--- src/rtl/rtc_pkg.sv ---
package rtc_pkg;
  localparam int FIELD_W  = 8;
  localparam int N_FIELDS = 7;
  localparam int ADDR_W   = $clog2(N_FIELDS + 1);

  typedef logic [FIELD_W-1:0] fld_t;

  typedef enum logic [ADDR_W-1:0] {
    F_SEC   = 3'd0,
    F_MIN   = 3'd1,
    F_HOUR  = 3'd2,
    F_DOW   = 3'd3,
    F_DATE  = 3'd4,
    F_MONTH = 3'd5,
    F_YEAR  = 3'd6
  } field_e;

  // stored byte -> binary value
  function automatic fld_t dec(input fld_t v, input logic bin);
    fld_t tens;
    tens = {4'd0, v[7:4]} * 8'd10;
    return bin ? v : (tens + {4'd0, v[3:0]});
  endfunction

  // binary value -> stored byte
  function automatic fld_t enc(input fld_t v, input logic bin);
    fld_t t, o;
    t = v / 8'd10;
    o = v % 8'd10;
    return bin ? v : {t[3:0], o[3:0]};
  endfunction

  function automatic fld_t days_in(input fld_t month, input fld_t year);
    case (month)
      8'd2:                    return (year[1:0] == 2'b00) ? 8'd29 : 8'd28;
      8'd4, 8'd6, 8'd9, 8'd11: return 8'd30;
      default:                 return 8'd31;
    endcase
  endfunction
endpackage

--- src/rtl/rtc_date_next.sv ---
module rtc_date_next
  import rtc_pkg::*;
#(
  parameter int SPRING_MONTH = 4,
  parameter int FALL_MONTH   = 10
) (
  input  fld_t dow_i,
  input  fld_t date_i,
  input  fld_t month_i,
  input  fld_t year_i,
  input  logic bin_i,
  input  logic carry_i,
  output fld_t dow_o,
  output fld_t date_o,
  output fld_t month_o,
  output fld_t year_o,
  output logic spring_day_o,
  output logic fall_day_o
);
  localparam fld_t SPRING_M = fld_t'(SPRING_MONTH);
  localparam fld_t FALL_M   = fld_t'(FALL_MONTH);

  fld_t w, d, mo, y, dim;
  fld_t wn, dn, mon, yn;
  logic c_date, c_month;

  always_comb begin
    w   = dec(dow_i, bin_i);
    d   = dec(date_i, bin_i);
    mo  = dec(month_i, bin_i);
    y   = dec(year_i, bin_i);
    dim = days_in(mo, y);

    spring_day_o = (mo == SPRING_M) && (w == 8'd1) && (d <= 8'd7);
    fall_day_o   = (mo == FALL_M) && (w == 8'd1) && ((d + 8'd7) > dim);

    c_date  = carry_i && (d >= dim);
    c_month = c_date && (mo >= 8'd12);

    wn  = carry_i ? ((w >= 8'd7) ? 8'd1 : w + 8'd1) : w;
    dn  = carry_i ? (c_date ? 8'd1 : d + 8'd1) : d;
    mon = c_date ? (c_month ? 8'd1 : mo + 8'd1) : mo;
    yn  = c_month ? ((y >= 8'd99) ? 8'd0 : y + 8'd1) : y;

    dow_o   = enc(wn, bin_i);
    date_o  = enc(dn, bin_i);
    month_o = enc(mon, bin_i);
    year_o  = enc(yn, bin_i);
  end
endmodule

--- src/rtl/rtc_time_next.sv ---
module rtc_time_next
  import rtc_pkg::*;
(
  input  fld_t sec_i,
  input  fld_t min_i,
  input  fld_t hour_i,
  input  logic bin_i,
  input  logic h24_i,
  input  logic dst_en_i,
  input  logic spring_day_i,
  input  logic fall_day_i,
  input  logic fall_done_i,
  output fld_t sec_o,
  output fld_t min_o,
  output fld_t hour_o,
  output logic day_carry_o,
  output logic fall_hit_o
);
  fld_t s, m, h, h12, sn, mn, hn, h12n, hraw;
  logic c_sec, c_min, at_jump, spring_hit;

  always_comb begin
    s   = dec(sec_i, bin_i);
    m   = dec(min_i, bin_i);
    h12 = dec({1'b0, hour_i[6:0]}, bin_i);
    if (h24_i) h = dec(hour_i, bin_i);
    else       h = ((h12 >= 8'd12) ? 8'd0 : h12) + (hour_i[7] ? 8'd12 : 8'd0);

    at_jump    = dst_en_i && (h == 8'd1) && (m == 8'd59) && (s == 8'd59);
    spring_hit = at_jump && spring_day_i;
    fall_hit_o = at_jump && fall_day_i && !fall_done_i;

    c_sec = (s >= 8'd59);
    c_min = c_sec && (m >= 8'd59);
    day_carry_o = 1'b0;

    if (spring_hit) begin
      sn = 8'd0; mn = 8'd0; hn = 8'd3;
    end else if (fall_hit_o) begin
      sn = 8'd0; mn = 8'd0; hn = 8'd1;
    end else begin
      sn = c_sec ? 8'd0 : s + 8'd1;
      mn = c_sec ? (c_min ? 8'd0 : m + 8'd1) : m;
      hn = c_min ? ((h >= 8'd23) ? 8'd0 : h + 8'd1) : h;
      day_carry_o = c_min && (h >= 8'd23);
    end

    h12n = hn % 8'd12;
    if (h12n == 8'd0) h12n = 8'd12;
    hraw = enc(h12n, bin_i);

    sec_o  = enc(sn, bin_i);
    min_o  = enc(mn, bin_i);
    hour_o = h24_i ? enc(hn, bin_i) : {(hn >= 8'd12), hraw[6:0]};
  end
endmodule

--- src/rtl/rtc_calendar_counter.sv ---
module rtc_calendar_counter
  import rtc_pkg::*;
#(
  parameter int SPRING_MONTH = 4,
  parameter int FALL_MONTH   = 10
) (
  input  logic              clk_i,
  input  logic              rst_ni,
  input  logic              tick_i,
  input  logic              set_i,
  input  logic              bin_mode_i,
  input  logic              hour24_i,
  input  logic              dst_en_i,
  input  logic              wr_en_i,
  input  logic [ADDR_W-1:0] addr_i,
  input  logic [FIELD_W-1:0] wr_data_i,
  output logic [FIELD_W-1:0] rd_data_o,
  output logic              upd_done_o
);
  fld_t field_q [N_FIELDS];
  fld_t nxt     [N_FIELDS];
  logic fall_done_q, upd_q;
  logic adv, day_carry, fall_hit, spring_day, fall_day;

  assign adv = tick_i && !set_i && !wr_en_i;

  rtc_time_next u_time (
    .sec_i       (field_q[F_SEC]),
    .min_i       (field_q[F_MIN]),
    .hour_i      (field_q[F_HOUR]),
    .bin_i       (bin_mode_i),
    .h24_i       (hour24_i),
    .dst_en_i    (dst_en_i),
    .spring_day_i(spring_day),
    .fall_day_i  (fall_day),
    .fall_done_i (fall_done_q),
    .sec_o       (nxt[F_SEC]),
    .min_o       (nxt[F_MIN]),
    .hour_o      (nxt[F_HOUR]),
    .day_carry_o (day_carry),
    .fall_hit_o  (fall_hit)
  );

  rtc_date_next #(
    .SPRING_MONTH(SPRING_MONTH),
    .FALL_MONTH  (FALL_MONTH)
  ) u_date (
    .dow_i       (field_q[F_DOW]),
    .date_i      (field_q[F_DATE]),
    .month_i     (field_q[F_MONTH]),
    .year_i      (field_q[F_YEAR]),
    .bin_i       (bin_mode_i),
    .carry_i     (day_carry),
    .dow_o       (nxt[F_DOW]),
    .date_o      (nxt[F_DATE]),
    .month_o     (nxt[F_MONTH]),
    .year_o      (nxt[F_YEAR]),
    .spring_day_o(spring_day),
    .fall_day_o  (fall_day)
  );

  for (genvar i = 0; i < N_FIELDS; i++) begin : g_fld
    localparam fld_t RST_VAL = (i == F_DOW || i == F_DATE || i == F_MONTH) ? 8'd1 : 8'd0;
    always_ff @(posedge clk_i or negedge rst_ni) begin
      if (!rst_ni)                                   field_q[i] <= RST_VAL;
      else if (wr_en_i && addr_i == ADDR_W'(i))      field_q[i] <= wr_data_i;
      else if (adv)                                  field_q[i] <= nxt[i];
    end
  end

  always_ff @(posedge clk_i or negedge rst_ni) begin
    if (!rst_ni) begin
      fall_done_q <= 1'b0;
      upd_q       <= 1'b0;
    end else begin
      upd_q <= adv;
      if (adv && fall_hit)       fall_done_q <= 1'b1;
      else if (adv && day_carry) fall_done_q <= 1'b0;
    end
  end

  assign upd_done_o = upd_q;
  assign rd_data_o  = (addr_i < ADDR_W'(N_FIELDS)) ? field_q[addr_i[ADDR_W-1:0]] : '0;

  // written byte lands in the addressed field
  a_r1_write_sec: assert property (@(posedge clk_i) disable iff (!rst_ni)
    wr_en_i && addr_i == F_SEC |=> field_q[F_SEC] == $past(wr_data_i));

  // frozen counter holds its seconds
  a_r2_set_freeze: assert property (@(posedge clk_i) disable iff (!rst_ni)
    set_i && !wr_en_i |=> $stable(field_q[F_SEC]));

  // pulse follows an accepted strobe, and only then
  a_r3_pulse_on: assert property (@(posedge clk_i) disable iff (!rst_ni)
    tick_i && !set_i && !wr_en_i |=> upd_done_o);
  a_r3_pulse_off: assert property (@(posedge clk_i) disable iff (!rst_ni)
    !tick_i |=> !upd_done_o);

  // binary seconds stay in range after an advance
  a_r4_bin_sec_range: assert property (@(posedge clk_i) disable iff (!rst_ni)
    upd_done_o && bin_mode_i && $past(bin_mode_i) |-> field_q[F_SEC] < 8'd60);

  // day of week in 1..7 after an advance
  a_r5_dow_range: assert property (@(posedge clk_i) disable iff (!rst_ni)
    upd_done_o && bin_mode_i == $past(bin_mode_i) |-> field_q[F_DOW] >= 8'd1 && field_q[F_DOW] <= 8'd7);

  // binary 24-hour hours stay below 24 after an advance
  a_r7_hour24_range: assert property (@(posedge clk_i) disable iff (!rst_ni)
    upd_done_o && hour24_i && bin_mode_i && $past(hour24_i) && $past(bin_mode_i)
    |-> field_q[F_HOUR] < 8'd24);

  // the fall-back mark only sets on an October Sunday
  a_r9_mark_set: assert property (@(posedge clk_i) disable iff (!rst_ni)
    $rose(fall_done_q) |-> $past(dst_en_i) && $past(fall_day));
endmodule

--- config.mk ---
export PLATFORM = sky130hd
export DESIGN_NAME = rtc_calendar_counter
export DESIGN_NICKNAME = d
export VERILOG_FILES = /design/src/rtl/rtc_pkg.sv /design/src/rtl/rtc_date_next.sv /design/src/rtl/rtc_time_next.sv /design/src/rtl/rtc_calendar_counter.sv
export SDC_FILE = /design/constraint.sdc
export NUM_CORES = 1
export LEC_CHECK = 0
export ABC_AREA = 1
export BUFFER_PORTS_ARGS = -buffer_cell sky130_fd_sc_hd__buf_4
export CAP_MARGIN = 10
export CORE_MARGIN = 1.5
export CORE_UTILIZATION = 45
export CTS_BUF_LIST = sky130_fd_sc_hd__clkbuf_4 sky130_fd_sc_hd__clkbuf_8
export DETAILED_ROUTE_END_ITERATION = 8
export HOLD_SLACK_MARGIN = 0.15
export PLACE_DENSITY = 0.67
export SYNTH_ARGS = -nofsm -noshare
export SYNTH_HDL_FRONTEND = slang
export SYNTH_SLANG_ARGS = --single-unit
--- constraint.sdc ---
create_clock -name clk_i -period 6.95 [get_ports clk_i]
set_clock_uncertainty 0.2 [all_clocks]
set_input_delay 1.7375 -clock clk_i [delete_from_list [all_inputs] [get_ports clk_i]]
set_output_delay 1.7375 -clock clk_i [all_outputs]
set_load 0.01 [all_outputs]
### Word-level counts from Yosys, hierarchy flattened

Index checks and enable logic that the tools add are counted.

* register bits after elaboration: 58
* input bits: 19

* add/subtract/negate cells: 17
* multipliers: 8
* div/mod/pow operators: 17
* magnitude comparators: 13
* equal/unequal tests: 16
* mux-type cells: 64
* bitwise logic cells: 1
* reduce and logical (&&, ||, !) cells: 40

Operators with widths (count)
* 8-bit two-way mux: 55
* 8-bit by 4-bit modulo with 8-bit output, second input constant: 9
* 8-bit by 4-bit divider with 8-bit output, second input constant: 8
* 8-bit by 1-bit adder with 8-bit output, second input constant: 7
* 8-bit by 4-bit adder with 8-bit output: 7
* 4-bit by 3-bit multiplier with 7-bit output, second input constant: 7
* 1-bit logical AND: 25
* 8-bit binary-select mux with 3-bit select: 1
* 8-bit by 4-bit equality test with 1-bit output, second input constant: 3
* 8-bit by 4-bit >= comparator with 1-bit output, second input constant: 3
* 8-bit by 1-bit equality test with 1-bit output, second input constant: 2
* 8-bit by 3-bit equality test with 1-bit output, second input constant: 2
* 8-bit by 6-bit equality test with 1-bit output, second input constant: 2
* 8-bit by 6-bit >= comparator with 1-bit output, second input constant: 2
* 8-bit case mux with 2 select lines: 1
* 2-bit nonzero test: 8
* 3-bit equality test, second input constant: 3
* 7-bit by 4-bit adder with 8-bit output: 1
* 8-bit by 3-bit adder with 8-bit output, second input constant: 1
* 8-bit adder: 1
* 8-bit by 2-bit equality test with 1-bit output, second input constant: 1
* 8-bit by 3-bit >= comparator with 1-bit output, second input constant: 1
* 8-bit by 5-bit >= comparator with 1-bit output, second input constant: 1
* 8-bit by 7-bit >= comparator with 1-bit output, second input constant: 1
* other kinds (17): 24

### Logic depth before layout (Yosys ltp)

* depth in word-level cells: 23
* mapped depth: 51
* gate-level depth less buffers: 51

### By module

A second synthesis with hierarchy kept.

* cells, all modules: 2012
* area total of the unflattened synthesis: 11682.5 um2

By module, submodules not included
* rtc_date_next: times used 1, cells an instance 787, area an instance 4409.2 um2, sequential area each 0.0 um2
* rtc_time_next: times used 1, cells an instance 680, area an instance 3681.0 um2, sequential area each 0.0 um2
* rtc_calendar_counter: times used 1, cells an instance 545, area an instance 3592.2 um2, sequential area each 1455.1 um2

### Worst setup path before layout

No wires, ideal clock.

* kind: in2reg
* from: in bin_mode_i
* to: reg field_q[11] in the netlist's numbering
* library setup time: 117 ps
* arrival time: 6058 ps
* data required time: 6633 ps
* path slack: 575 ps
* stages: 42
* path through: buf_6 > buf_8 > buf_4 > clkbuf_1 > o21ai_0 > ha_1 > nand2_1 > nor2_1 > nand2_1 > o221ai_1 > inv_1 > ha_1 > inv_1 > nand2_1 > a21o_1 > nand3_2 > inv_1 > nor2_4 > [... 6 more ...] > nand2_1 > nand2_1 > nand2_2 > nand2_2 > nand2_1 > nand3_1 > nand2_2 > nand2_2 > nand2_1 > nand2_1 > inv_1 > ha_1 > nand3_1 > nand2_1 > nand2_1 > nand3_1 > nand2_1 > nand2_1

* longest elaborated chain between the ends: 21
* elaborated cells on any way between the ends: 57
* classes of those cells: 3 x add/sub; 1 x div; 8 x order compare; 10 x eq/ne; 19 x mux; 16 x reduce/logical

Ends and longest elaborated chain
* start, declared: line rtc_calendar_counter.sv:11 `input logic bin_mode_i,`
* parallel branches: the longest is 18 deep, another holds 8-bit by 4-bit >= comparator with 1-bit output
* 8-bit two-way mux (*): line rtc_pkg.sv:30 `return bin ? v : {t[3:0], o[3:0]};`
* 8-bit two-way mux (*): line rtc_calendar_counter.sv:67 `else if (adv) field_q[i] <= nxt[i];`
* 8-bit two-way mux (*): line rtc_calendar_counter.sv:66 `else if (wr_en_i && addr_i == ADDR_W'(i)) field_q[i] <= wr_data_i;`
* end signal, assigned by index: line rtc_calendar_counter.sv:66
* end signal, assigned by index: line rtc_calendar_counter.sv:67
* end, declared: line rtc_calendar_counter.sv:20 `fld_t field_q [N_FIELDS];`

Mark *: on every way between the ends. The select of a mux whose other input is x is not followed.
A chain may end at the register's enable or synchronous reset.

### Final worst setup path

* from: in bin_mode_i
* to: reg field_q[3] in the netlist's numbering

* longest elaborated chain between the ends: 20
* elaborated cells on any way between the ends: 58
* classes of those cells: 3 x add/sub; 1 x div; 9 x order compare; 10 x eq/ne; 19 x mux; 16 x reduce/logical

Ends and longest elaborated chain (line)
* parallel branches: the longest is 17 deep, another holds 8-bit by 4-bit >= comparator with 1-bit output
* 8-bit two-way mux (*): rtc_pkg.sv:30
* 8-bit two-way mux (*): rtc_calendar_counter.sv:67
* 8-bit two-way mux (*): rtc_calendar_counter.sv:66

Marked as above.

==> flow_summary.yaml <==
outcome:
  outcome: "completed"
clocking:
  cts_resized: 0
  cts_root_buf: "clkbuf_8"
  clkLatencyLatePin_ps: 380
  numCtsBuffers: 9
  cts.sinks: 58
  clk_pin_slew_ps: 70
  htree_levels: 3
  hold_buffers: 0
  clock_path_buffers: 2
  post-cts-setup-buffers: 0
  cts_tree: "yes"
yosys:
  yosys_warnings: 0
  synth-edff-count: 0
  yosys_most_used_dff: "dfrtp_1"
  synthCells: 1794
  synth.distinct_cells: 59
  seq_area_frac_synth_pct: 13.4
  async_flop_share_pct: 100
  synth.area.top_cells: "nand2_1 (18%), dfrtp_1 (13%), inv_1 (9.5%), ha_1 (9.1%), nand3_1 (8.0%)"
  syn_area_sq_um: 10900
  ys_ff_latch: 58
  synth_top_area_share_pct: 17.9
  synth_largest_area_cell: "nand2_1"
  syn_area_per_cell_sq_um: 6.06
  synth_nets: 1907
setup_path:
  cp-start-kind: "input pin"
  worstSetupPathType: "input pin to flop"
  cpPeakStageDelay_ps: 430
  critPathMostFrequentCell: "nand2_1"
  slowest_stage: "fa_1"
  worstPathRequired_ps: 7020
  cp.arrival_ps: 6520
  critPathCaptureType: "flop"
  crit_fanout: 11
die:
  fp.dieW_um: 158
  die_h_um: 158
  core_sq_um: 23600
  ios: 28
  initial_utilization_pct: 46.0
  die_area_sq_um: 25100
  row_count: 56
grt:
  overflow: 0
  met3_usage_pct: 2.99
  grt_pass1_vias: 10700
  grt_max_degree: 59
  grt_pass1_wl_um: 53900
  grt.met2_usage_pct: 44.0
  antenna_found_initial: 0
  top_usage_layer: "met2"
  grtUsageTotal_pct: 27.5
  use_met1_pct: 37.3
timing:
  worst_slew_pin_slew_ps: 907
  timing.slew.headroom_pct: 39.2
  finalHoldViolCount: 0
  clock.fmax_mhz: 155
  setup-tns-final_ps: 0
  period_share_pct: 92.7
  maxSlewViolCount: 0
  setup_viol: 0
  fin_crit_ps: 6440
  grt_setup_unrepaired: "no"
drt:
  dr_total_vias: 11600
  drcViolationCount: 0
  avgRoutedWirePerCell_um: 15.6
  routed_wl_um: 33200
  via_per_inst: 5.42
  ant_nets: 0
  first_pass_iters: 5
  drt_iter0_drc: 961
layout:
  syn_to_final_growth_pct: 5.71
  final_cell_mix: "nand2_1 (519), inv_1 (275), nand3_1 (173)"
  fin_nets: 1925
  drive_above_1_share_pct: 13.2
  layout_commonest_cell: "nand2_1"
  diodes: 0
  fillCellCount: 2520
worst_hold_path:
  hp-class: "flop to flop"
placed_design:
  gp_congestion: 1.02
  port_buffers: 27
  dpl.hpwl_um: 26200
job:
  maxCapViolCount: 0
Yosys cell counts (31+ instances only):
library cell	instances
inv_2	31
o221ai_1	32
nor2_1	113
nand3_1	173
o21ai_0	83
dfrtp_1	55
o22ai_1	34
a21oi_1	54
ha_1	79
inv_1	275
nand2_1	519
nand2_2	65
cell type report:
type                    instances  area, sq um  area share, %
clock buffers                  13          160           1.39
clock inverters                 3         40.0          0.348
inverters                     317         1200           10.4
multi-input cells            1382         7910           68.8
flip-flops and latches         58         1460           12.7
well taps                     319          399           3.47
repair buffers                 44          330           2.87
worst max-delay path: cells and delay by family:
| family | cells | cell delay [ps] |
|---|---|---|
| buf+inv | 7 | 760 |
| compound gates | 2 | 270 |
| simple gates | 29 | 2970 |
| fa+ha+maj | 3 | 760 |
sequential cells by signal (all words and copies together), names as in the netlist:
signal,cells
field_q,56
upd_done_o,1
fall_done_q,1
through the flow:
step           cell area [sq um]  utilization, %  instances  setup WS (ps)  hold WS (ps)
3_3_place_gp               11300            47.8       2120            370           339
6_report                   11500            48.7       2136            506           360
2_1_floorplan              10900               -       1794            575           294
4_1_cts                    11500            48.7       2136            588           358
5_1_grt                    11500            48.7       2136           76.7           397
3_5_place_dp               11300            47.8       2120            205           345
metal layers:
| layer | vias to the layer above | share of wire, % |
|---|---|---|
| met1 | 5262 | 46 |
| met3 | 76 | 6.5 |
| li1 | 5869 | - |
| met4 | 0 | 3.8 |
| met2 | 363 | 44 |
| met5 | - | 0 |
worst paths after layout:
path	slack [ps]	to	start	depth (start not counted)
setup reg to reg	750	field_q[3]	field_q[38]	43
hold / removal	360	field_q[28]	field_q[28]	2
max in group asynchronous	4740	field_q[42]	rst_ni	1
min in group asynchronous	1270	field_q[6]	rst_ni	1
hold reg to reg	360	field_q[28]	field_q[28]	2
setup / recovery	510	field_q[3]	bin_mode_i	41
kinds of logic (layout without fill, tap and decap cells):
logic type      after synthesis  in the layout  share of synthesized area, %
simple gates                984            984                          42.2
buf+inv                     354            377                          13.9
compound gates              270            270                          15.6
fa+ha+maj                    94             94                          11.9
flops                        58             58                          13.4
xor+xnor                     34             34                          2.99
Power is not shown: default switching activity piles up to over one toggle a cycle in this logic, so the estimate is an artifact.
